## src/rtl/exec_pkg.sv

```systemverilog
package exec_pkg;

  typedef enum logic [2:0] {
    OP_NOP    = 3'd0,
    OP_ALU    = 3'd1,
    OP_MUL    = 3'd2,
    OP_LOAD   = 3'd3,
    OP_STORE  = 3'd4,
    OP_BRANCH = 3'd5
  } opKind_e;

  // execute phase numbering: issue cycle is phase 1
  localparam int MEM_STAGE      = 2;
  localparam int MUL_WB_STAGE   = 2;
  localparam int LOAD_CAP_STAGE = 4;
  localparam int LOAD_WB_STAGE  = 5;
  localparam int REDIRECT_STAGE = 6;
  localparam int STAGE_LAST     = REDIRECT_STAGE;
  localparam int SLOT_W         = $clog2(STAGE_LAST - 1);

  // write lanes ordered youngest producer first (lower lane wins)
  localparam int LANE_E1   = 0;
  localparam int LANE_E2   = 1;
  localparam int LANE_E5   = 2;
  localparam int NUM_LANES = 3;

  typedef struct packed {
    logic mulCap;
    logic memCap;
    logic ldCap;
    logic brCap;
  } dpStrobe_t;

  function automatic int lastStage(opKind_e op);
    case (op)
      OP_MUL, OP_STORE: return MEM_STAGE;
      OP_LOAD:          return LOAD_WB_STAGE;
      OP_BRANCH:        return REDIRECT_STAGE;
      default:          return 1;
    endcase
  endfunction

endpackage

```

## src/rtl/exec_ctrl.sv

```systemverilog
module exec_ctrl
  import exec_pkg::*;
#(
  parameter int IDX_W = 4
) (
  input  logic                         clk,
  input  logic                         rst,
  input  logic                         issueValid,
  input  logic [2:0]                   issueOp,
  input  logic                         issuePred,
  input  logic [IDX_W-1:0]             issueDst,
  output dpStrobe_t                    strobe,
  output logic [NUM_LANES-1:0]         wrEn,
  output logic [NUM_LANES*IDX_W-1:0]   wrAddr,
  output logic                         wrConflict,
  output logic                         memReq,
  output logic                         memWe,
  output logic                         redirect,
  output logic [SLOT_W-1:0]            slotsLeft
);

  typedef struct packed {
    logic             live;
    opKind_e          op;
    logic [IDX_W-1:0] dst;
  } stage_t;

  opKind_e issueKind;
  logic    issueLive;
  stage_t  entry;
  stage_t  stg [2:STAGE_LAST];

  assign issueKind = opKind_e'(issueOp);
  assign issueLive = issueValid && issuePred;

  always_comb begin
    entry      = '0;
    entry.live = issueLive && (lastStage(issueKind) >= 2);
    entry.op   = issueKind;
    entry.dst  = issueDst;
  end

  always_ff @(posedge clk) begin
    if (rst) stg[2] <= '0;
    else     stg[2] <= entry;
  end

  for (genvar k = 3; k <= STAGE_LAST; k++) begin : g_stage
    always_ff @(posedge clk) begin
      if (rst) begin
        stg[k] <= '0;
      end else begin
        stg[k]      <= stg[k-1];
        stg[k].live <= stg[k-1].live && (lastStage(stg[k-1].op) >= k);
      end
    end
  end

  // raw lane requests, youngest producer on the lowest lane
  logic [NUM_LANES-1:0] rawEn;
  logic [IDX_W-1:0]     rawDst [NUM_LANES];
  logic [NUM_LANES-1:0] lost;

  assign rawEn[LANE_E1]  = issueLive && (issueKind == OP_ALU);
  assign rawDst[LANE_E1] = issueDst;
  assign rawEn[LANE_E2]  = stg[MUL_WB_STAGE].live && (stg[MUL_WB_STAGE].op == OP_MUL);
  assign rawDst[LANE_E2] = stg[MUL_WB_STAGE].dst;
  assign rawEn[LANE_E5]  = stg[LOAD_WB_STAGE].live && (stg[LOAD_WB_STAGE].op == OP_LOAD);
  assign rawDst[LANE_E5] = stg[LOAD_WB_STAGE].dst;

  for (genvar i = 0; i < NUM_LANES; i++) begin : g_lane
    logic beaten;
    always_comb begin
      beaten = 1'b0;
      for (int j = 0; j < i; j++) begin
        if (rawEn[j] && (rawDst[j] == rawDst[i])) beaten = 1'b1;
      end
    end
    assign wrEn[i]                  = rawEn[i] && !beaten;
    assign lost[i]                  = rawEn[i] && beaten;
    assign wrAddr[i*IDX_W +: IDX_W] = rawDst[i];
  end

  assign wrConflict = |lost;

  assign strobe.mulCap = issueLive && (issueKind == OP_MUL);
  assign strobe.memCap = issueLive && ((issueKind == OP_LOAD) || (issueKind == OP_STORE));
  assign strobe.ldCap  = stg[LOAD_CAP_STAGE].live && (stg[LOAD_CAP_STAGE].op == OP_LOAD);
  assign strobe.brCap  = issueLive && (issueKind == OP_BRANCH);

  assign memReq   = stg[MEM_STAGE].live &&
                    ((stg[MEM_STAGE].op == OP_LOAD) || (stg[MEM_STAGE].op == OP_STORE));
  assign memWe    = stg[MEM_STAGE].live && (stg[MEM_STAGE].op == OP_STORE);
  assign redirect = stg[REDIRECT_STAGE].live && (stg[REDIRECT_STAGE].op == OP_BRANCH);

  // newest branch sits in the lowest stage; scan oldest to newest
  always_comb begin
    slotsLeft = '0;
    for (int k = STAGE_LAST; k >= 2; k--) begin
      if (stg[k].live && (stg[k].op == OP_BRANCH)) slotsLeft = SLOT_W'(STAGE_LAST - k);
    end
  end

endmodule

```

## src/rtl/exec_dp.sv

```systemverilog
module exec_dp
  import exec_pkg::*;
#(
  parameter int DATA_W = 32
) (
  input  logic                          clk,
  input  dpStrobe_t                     strobe,
  input  logic [1:0]                    issueAluFn,
  input  logic [DATA_W-1:0]             issueOpA,
  input  logic [DATA_W-1:0]             issueOpB,
  input  logic [DATA_W-1:0]             issueImm,
  input  logic [DATA_W-1:0]             memRdata,
  output logic [NUM_LANES*DATA_W-1:0]   wrData,
  output logic [DATA_W-1:0]             memAddr,
  output logic [DATA_W-1:0]             memWdata,
  output logic [DATA_W-1:0]             redirectTarget
);

  logic [DATA_W-1:0] aluRes;
  logic [DATA_W-1:0] mulQ;
  logic [DATA_W-1:0] ldQ;
  logic [DATA_W-1:0] tgt [2:STAGE_LAST];

  always_comb begin
    case (issueAluFn)
      2'd0:    aluRes = issueOpA + issueOpB;
      2'd1:    aluRes = issueOpA - issueOpB;
      default: aluRes = issueOpA;
    endcase
  end

  always_ff @(posedge clk) begin
    if (strobe.mulCap) mulQ <= issueOpA * issueOpB;
    if (strobe.memCap) begin
      memAddr  <= issueOpA + issueImm;
      memWdata <= issueOpB;
    end
    if (strobe.ldCap) ldQ <= memRdata;
    if (strobe.brCap) tgt[2] <= issueImm;
  end

  for (genvar k = 3; k <= STAGE_LAST; k++) begin : g_tgt
    always_ff @(posedge clk) tgt[k] <= tgt[k-1];
  end

  assign wrData[LANE_E1*DATA_W +: DATA_W] = aluRes;
  assign wrData[LANE_E2*DATA_W +: DATA_W] = mulQ;
  assign wrData[LANE_E5*DATA_W +: DATA_W] = ldQ;
  assign redirectTarget = tgt[REDIRECT_STAGE];

endmodule

```

## src/rtl/exec_pipe_top.sv

```systemverilog
module exec_pipe_top
  import exec_pkg::*;
#(
  parameter  int DATA_W    = 32,
  parameter  int REG_COUNT = 16,
  localparam int IDX_W     = $clog2(REG_COUNT)
) (
  input  logic                        clk,
  input  logic                        rst,
  input  logic                        issueValid,
  input  logic [2:0]                  issueOp,
  input  logic [1:0]                  issueAluFn,
  input  logic                        issuePred,
  input  logic [IDX_W-1:0]            issueDst,
  input  logic [DATA_W-1:0]           issueOpA,
  input  logic [DATA_W-1:0]           issueOpB,
  input  logic [DATA_W-1:0]           issueImm,
  output logic [NUM_LANES-1:0]        wrEn,
  output logic [NUM_LANES*IDX_W-1:0]  wrAddr,
  output logic [NUM_LANES*DATA_W-1:0] wrData,
  output logic                        wrConflict,
  output logic                        memReq,
  output logic                        memWe,
  output logic [DATA_W-1:0]           memAddr,
  output logic [DATA_W-1:0]           memWdata,
  input  logic [DATA_W-1:0]           memRdata,
  output logic                        redirect,
  output logic [DATA_W-1:0]           redirectTarget,
  output logic [SLOT_W-1:0]           branchSlotsLeft
);

  dpStrobe_t strobe;

  exec_ctrl #(.IDX_W(IDX_W)) u_ctrl (
    .clk        (clk),
    .rst        (rst),
    .issueValid (issueValid),
    .issueOp    (issueOp),
    .issuePred  (issuePred),
    .issueDst   (issueDst),
    .strobe     (strobe),
    .wrEn       (wrEn),
    .wrAddr     (wrAddr),
    .wrConflict (wrConflict),
    .memReq     (memReq),
    .memWe      (memWe),
    .redirect   (redirect),
    .slotsLeft  (branchSlotsLeft)
  );

  exec_dp #(.DATA_W(DATA_W)) u_dp (
    .clk            (clk),
    .strobe         (strobe),
    .issueAluFn     (issueAluFn),
    .issueOpA       (issueOpA),
    .issueOpB       (issueOpB),
    .issueImm       (issueImm),
    .memRdata       (memRdata),
    .wrData         (wrData),
    .memAddr        (memAddr),
    .memWdata       (memWdata),
    .redirectTarget (redirectTarget)
  );

endmodule

```

## config.mk

```make
export PLATFORM = sky130hd
export DESIGN_NAME = exec_pipe_top
export DESIGN_NICKNAME = d
export VERILOG_FILES = /design/src/rtl/exec_pkg.sv /design/src/rtl/exec_ctrl.sv /design/src/rtl/exec_dp.sv /design/src/rtl/exec_pipe_top.sv
export SDC_FILE = /design/constraint.sdc
export NUM_CORES = 2
export LEC_CHECK = 0
export ABC_AREA = 1
export ABC_CLOCK_PERIOD_IN_PS = 23000
export BUFFER_PORTS_ARGS = -buffer_cell sky130_fd_sc_hd__clkbuf_2
export CORE_MARGIN = 4
export CORE_UTILIZATION = 50
export CTS_CLUSTER_DIAMETER = 150
export CTS_CLUSTER_SIZE = 24
export DETAILED_ROUTE_END_ITERATION = 6
export PLACE_DENSITY_LB_ADDON = 0.05
export REMOVE_ABC_BUFFERS = 1
export SYNTH_ARGS = -nofsm -noshare
export SYNTH_HDL_FRONTEND = slang
export SYNTH_SLANG_ARGS = --single-unit
export TNS_END_PERCENT = 50
```

## constraint.sdc

```tcl
create_clock -name clk -period 23 [get_ports clk]
set_clock_uncertainty 0.2 [all_clocks]
set_input_delay 5.75 -clock clk [delete_from_list [all_inputs] [get_ports clk]]
set_output_delay 5.75 -clock clk [all_outputs]
set_load 0.02 [all_outputs]
```

# Yosys cells after proc, flatten, opt, wreduce, memory -nomap -nowiden
# Memories as Yosys holds them, arrays and structs flattened.
# Cells that the tools add are included.
# classes
add_sub_neg,3
mul,1
n_lt_le_gt_ge,5
eq_ne,26
muxes,31
bitwise_logic,9
n_reduce_logical,38
# ops
cell,n
two-way mux 32 bit,4
"greater-or-equal comparator 32 x 4 -> 1 bit, second input constant",3
adder 32 bit,2
case mux 32 bit (2 select lines),1
case mux 3 bit (3 select lines),5
two-way mux 8 bit,5
"== test 3 bit, second input constant",11
"greater-or-equal comparator 32 x 3 -> 1 bit, second input constant",1
multiplier 32 x 32 -> 32 bit,1
subtractor 32 bit,1
"== test 3 x 2 -> 1 bit, second input constant",10
logical AND 1 bit,27
two-way mux 1 bit,13
== test 4 bit,3
OR reduction 2 bit,6
OR 1 bit,9
two-way mux 2 bit,2
"== test 3 x 1 -> 1 bit, second input constant",1
"greater-or-equal comparator 3 x 2 -> 1 bit, second input constant",1
two-way mux 3 bit,1
"== test 2 x 1 -> 1 bit, second input constant",1
zero test 1 bit,2
zero test 2 bit,1
logical OR 1 bit,2
# word_totals
register_bits,128
mem_bits_rw,200
inputBits,141
output_inout_bits,214
wordCells,119
n_memories,2
# mem_list
name,depth,word_bits,read_ports,rd_ports_with_merged_regs,wr,line_no,rtl
u_dp.tgt,5,32,5,0,5,exec_dp.sv:22,logic [DATA_W-1:0] tgt [2:STAGE_LAST];
u_ctrl.stg,5,8,5,0,5,exec_ctrl.sv:31,stage_t stg [2:STAGE_LAST];

# Longest topological paths before layout
# An unclocked memory read counts as a cell.
# depth
depth_word,8
depth_mapped,35
mapped_depth_nobuf,33

# Cells and area by module
# A second synthesis with hierarchy kept.
# hier_totals
cells_unflattened,3709
area_unflattened_um2,30754.5
# by_module_without_submodules
module,instances,cells_per_inst,area_per_inst_um2,seq_area_each_um2
exec_dp,1,3506,29271.8,7367.1
exec_ctrl,1,203,1482.7,720.7

# Worst setup path after synthesis
# Ideal clock, no wire load.
# synth_timing
path_kind,input to output
start,input issueOpB[0]
end,output wrData[31]
arrival_time_ps,8706
required_time_ps,17050
slack_ps,8344
cell_stages,24
n_path_buf,2
cell_sequence,buf_6 clkbuf_1 inv_1 ha_1 nand4_2 nor3_2 nand4_2 nor2_2 nand2_1 o21ai_2 o21ai_1 xor2_1 ha_1 nand2_1 inv_1 nand3_1 nor2_1 and3_1 a21boi_0 nor2_1 nand2_1 nand3_1 nand2_1 nand2_1
# synth_between
elab_chain_cells,2
elab_cells_between_ends,3
cone_classes,2 x add/sub; 1 x mux
# synth_rtl
element,line_no,rtl
from (decl),exec_pipe_top.sv:16,"input logic [DATA_W-1:0] issueOpB,"
subtractor 32 bit / adder 32 bit (equally long branches),"exec_dp.sv:27, exec_dp.sv:26",
case mux 32 bit (2 select lines) *,exec_dp.sv:25,case (issueAluFn)
to (decl),exec_pipe_top.sv:20,"output logic [NUM_LANES*DATA_W-1:0] wrData,"
# Mark *: on every way between the ends. The rest lies on a longest branch, timed or not.

# Final worst setup path
# layout_timing
start,input issueAluFn[1]
end,output wrData[30]
# layout_between
elab_chain_cells,2
elab_cells_between_ends,3
cone_classes,1 x eq/ne; 1 x mux; 1 x reduce/logical
# layout_rtl
element,line_no,rtl
from (decl),exec_pipe_top.sv:12,"input logic [1:0] issueAluFn,"
== test 2 x 1 -> 1 bit / zero test 2 bit (equally long branches),exec_dp.sv:25,
case mux 32 bit (2 select lines) *,exec_dp.sv:25,
# Marked as above.

==> results.cfg <==
[timing]
final-max-slew-violation-count = 0
fmax_mhz = 63.6
layout_min_cycle_time_ns = 15.72
hold_viol = 0
tightest_slew_ns = 1.05
slew_headroom_pct = 30.3
tns_ns = 0
rsz0062_at_grt = no
setup_viol = 0
finalCritPeriodShare_pct = 68.3

[layout]
syn_to_final_growth_pct = 8.84
final_cell_mix = inv_1 (978), nand2_1 (897), fa_1 (410), clkbuf_2 (354), ha_1 (187)
drive_gt1_share_pct = 11.5
fill_cells = 5812
nets = 4670
final_common_cell = inv_1
post-route-util_pct = 55.2

[clock_tree]
postCtsSetupBuffers = 0
numCtsBuffers = 18
postCtsHoldBufs = 0
clock-sinks = 324
cts_tree = done
ctsResizeCount = 0
clock_path_buffers = 3
path_clk_slew_ns = 0.09
htreeDepth = 1
clk_latency_ns = 0.55
cts_root_buf = clkbuf_16

[run]
maxCapViolCount = 0

[grt]
grt_util_all_layers_pct = 27.5
antenna_found_initial = 6
grt_max_degree = 65
grt_pass1_wl_um = 140000
grt_pass1_vias = 23830
grt_overflow = 0

[worst_setup_path]
worstPathRequired_ns = 17.05
slowest_stage = o21ai_0
r2r_setup_slack_ns = 21.49
cp_cell_sequence = clkbuf_2 > clkinv_1 > buf_4 > nand2_2 > inv_2 > a31oi_1 > xor2_1 > inv_1 > ha_1 > nand2_1 > o21ai_0 > a21oi_1 > inv_1 > nand4_1 > nand3b_1 > nand3_1 > nand2_1 > clkbuf_2
start_kind = input port
max_stage_delay_ns = 0.57
end_kind = output pin
startpoint = issueAluFn[1]
rr_endpoint = u_dp.ldQ[12]
r2r_cells = 3
cp_max_fo = 33
crit_arrival_ns = 9.77
r2r_start = u_ctrl.stg[0][37]
crit_type = in2out

[logic_synthesis]
yosysSeqAreaShare_pct = 26.3
synth-main-ff-cell = dfxtp_1
syn_area_um2 = 30800
synthArstFlopShare_pct = 0
synth.area.top_cells = fa_1 (27%), edfxtp_1 (16%), inv_1 (12%)
synthCells = 3700
synthDistinctLibCells = 57
synth_enable_flop_cells = 160
yosysTopAreaCell = fa_1
ys_ff_latch = 324
syn_area_per_cell_um2 = 8.32
synth_top_area_share_pct = 26.7
ys_warn_count = 0

[route]
wl_met3_um = 7490
drt_iter0_markers = 1769
highest_layer = met4
wl_met2_um = 40800
drcViolationCount = 0
wl_met1_um = 40400
ant_nets = 0
first_pass_iters = 6
avgRoutedWirePerCell_um = 19.2
vias = 24092
viasPerCell = 5.09
drt_wl_total_um = 90700

[min_path]
whs_path_depth = 0
hold_start = u_dp.tgt[0][133]
whs_endpoint = u_dp.tgt[0][165]
holdCritPathClass = reg2reg

[die]
rows = 90
fp.dieH_um = 256
dieArea_um2 = 65600
die_x_um = 256
initial_core_util_pct = 50.7
io_pins = 355
core_um2 = 60700

[status]
status = finished clean

[placement]
hpwl_um = 67500
io_buffers = 354
gp_congestion = 0.944
[area by class of cell]
class	count	area, µm²	share of cell area, %
Clock inverter	4	60.1	0.179
Inverter	983	3690	11.0
Clock buffer	28	488	1.46
Sequential cell	324	8090	24.1
Antenna cell	5	12.5	0.0374
Timing Repair Buffer	386	2010	6.01
Multi-Input combinational cell	2219	18200	54.2
Tap cell	782	978	2.92
[per-stage QoR]
| stage | area [µm²] | setup WS (ns) | hold slack [ns] | instances |
|---|---|---|---|---|
| after floorplan | 29900 | 8.34 | 0.110 | 3526 |
| after global placement | 32900 | 7.38 | 0.110 | 4694 |
| after detailed placement | 32900 | 7.32 | 0.112 | 4694 |
| after CTS | 33500 | 7.32 | 0.0946 | 4726 |
| after global routing | 33500 | 6.85 | 0.0899 | 4729 |
| final | 33500 | 7.28 | 0.105 | 4731 |
[worst max path at each step]
stage,end,depth (start not counted)
5_1_grt,wrData[18],17
3_5_place_dp,wrData[30],18
4_1_cts,wrData[30],18
6_report,wrData[30],18
3_3_place_gp,wrData[30],18
2_1_floorplan,wrData[19],15
[sequential cells by signal, indices dropped and copies added (netlist names)]
name           flops
u_dp.ldQ          32
u_dp.mulQ         32
u_dp.tgt         160
u_dp.memAddr      32
u_dp.memWdata     32
u_ctrl.stg        36
[synth_stat cells (2+ instances only)]
| library cell | count |
|---|---|
| a21boi_0 | 3 |
| a21o_1 | 7 |
| a21oi_1 | 105 |
| a21oi_2 | 2 |
| a221oi_1 | 2 |
| a31oi_1 | 17 |
| and2_1 | 2 |
| buf_1 | 23 |
| buf_2 | 27 |
| buf_4 | 44 |
| clkbuf_1 | 79 |
| dfxtp_1 | 164 |
| edfxtp_1 | 160 |
| fa_1 | 410 |
| ha_1 | 187 |
| inv_1 | 978 |
| inv_2 | 4 |
| nand2_1 | 897 |
| nand2_2 | 3 |
| nand3_1 | 96 |
| nand3b_1 | 10 |
| nand4_1 | 18 |
| nand4_2 | 2 |
| nor2_1 | 158 |
| nor2_2 | 3 |
| nor2_4 | 2 |
| nor3_1 | 28 |
| nor4_1 | 7 |
| o211ai_1 | 2 |
| o21a_1 | 6 |
| o21ai_0 | 62 |
| o21ai_1 | 15 |
| o21ai_2 | 4 |
| o21bai_1 | 18 |
| o221a_2 | 2 |
| o31ai_1 | 5 |
| or2_1 | 5 |
| or2_2 | 11 |
| xnor2_1 | 45 |
| xor2_1 | 70 |
[worst max-delay path, delay by kind of cell]
family                   cells  cell delay (ns)
AO/OA/AOI/OAI                3             1.01
XOR/XNOR                     1             0.18
adder cells (fa/ha/maj)      1             0.39
buffers and inverters        7             1.52
AND/OR/NAND/NOR              6             0.87
[logic make-up after synthesis]
kind of cell	Yosys count	share of synthesized area, %
xor+xnor	115	3.27
simple gates	1249	16.5
flops	324	26.3
buf+inv	1157	14.8
compound gates	258	4.90
fa+ha+maj	597	34.3
[metal layers]
metal / global-route usage [%] / up-vias
met5: 0 / -
met4: 5.45 / 0
met2: 43.5 / 971
met1: 40.3 / 11690
li1: - / 11315
met3: 4.48 / 116
Power is left out: the tool's default activity adds up to more than one toggle a clock period on the data nets, which glitch-free logic cannot reach.
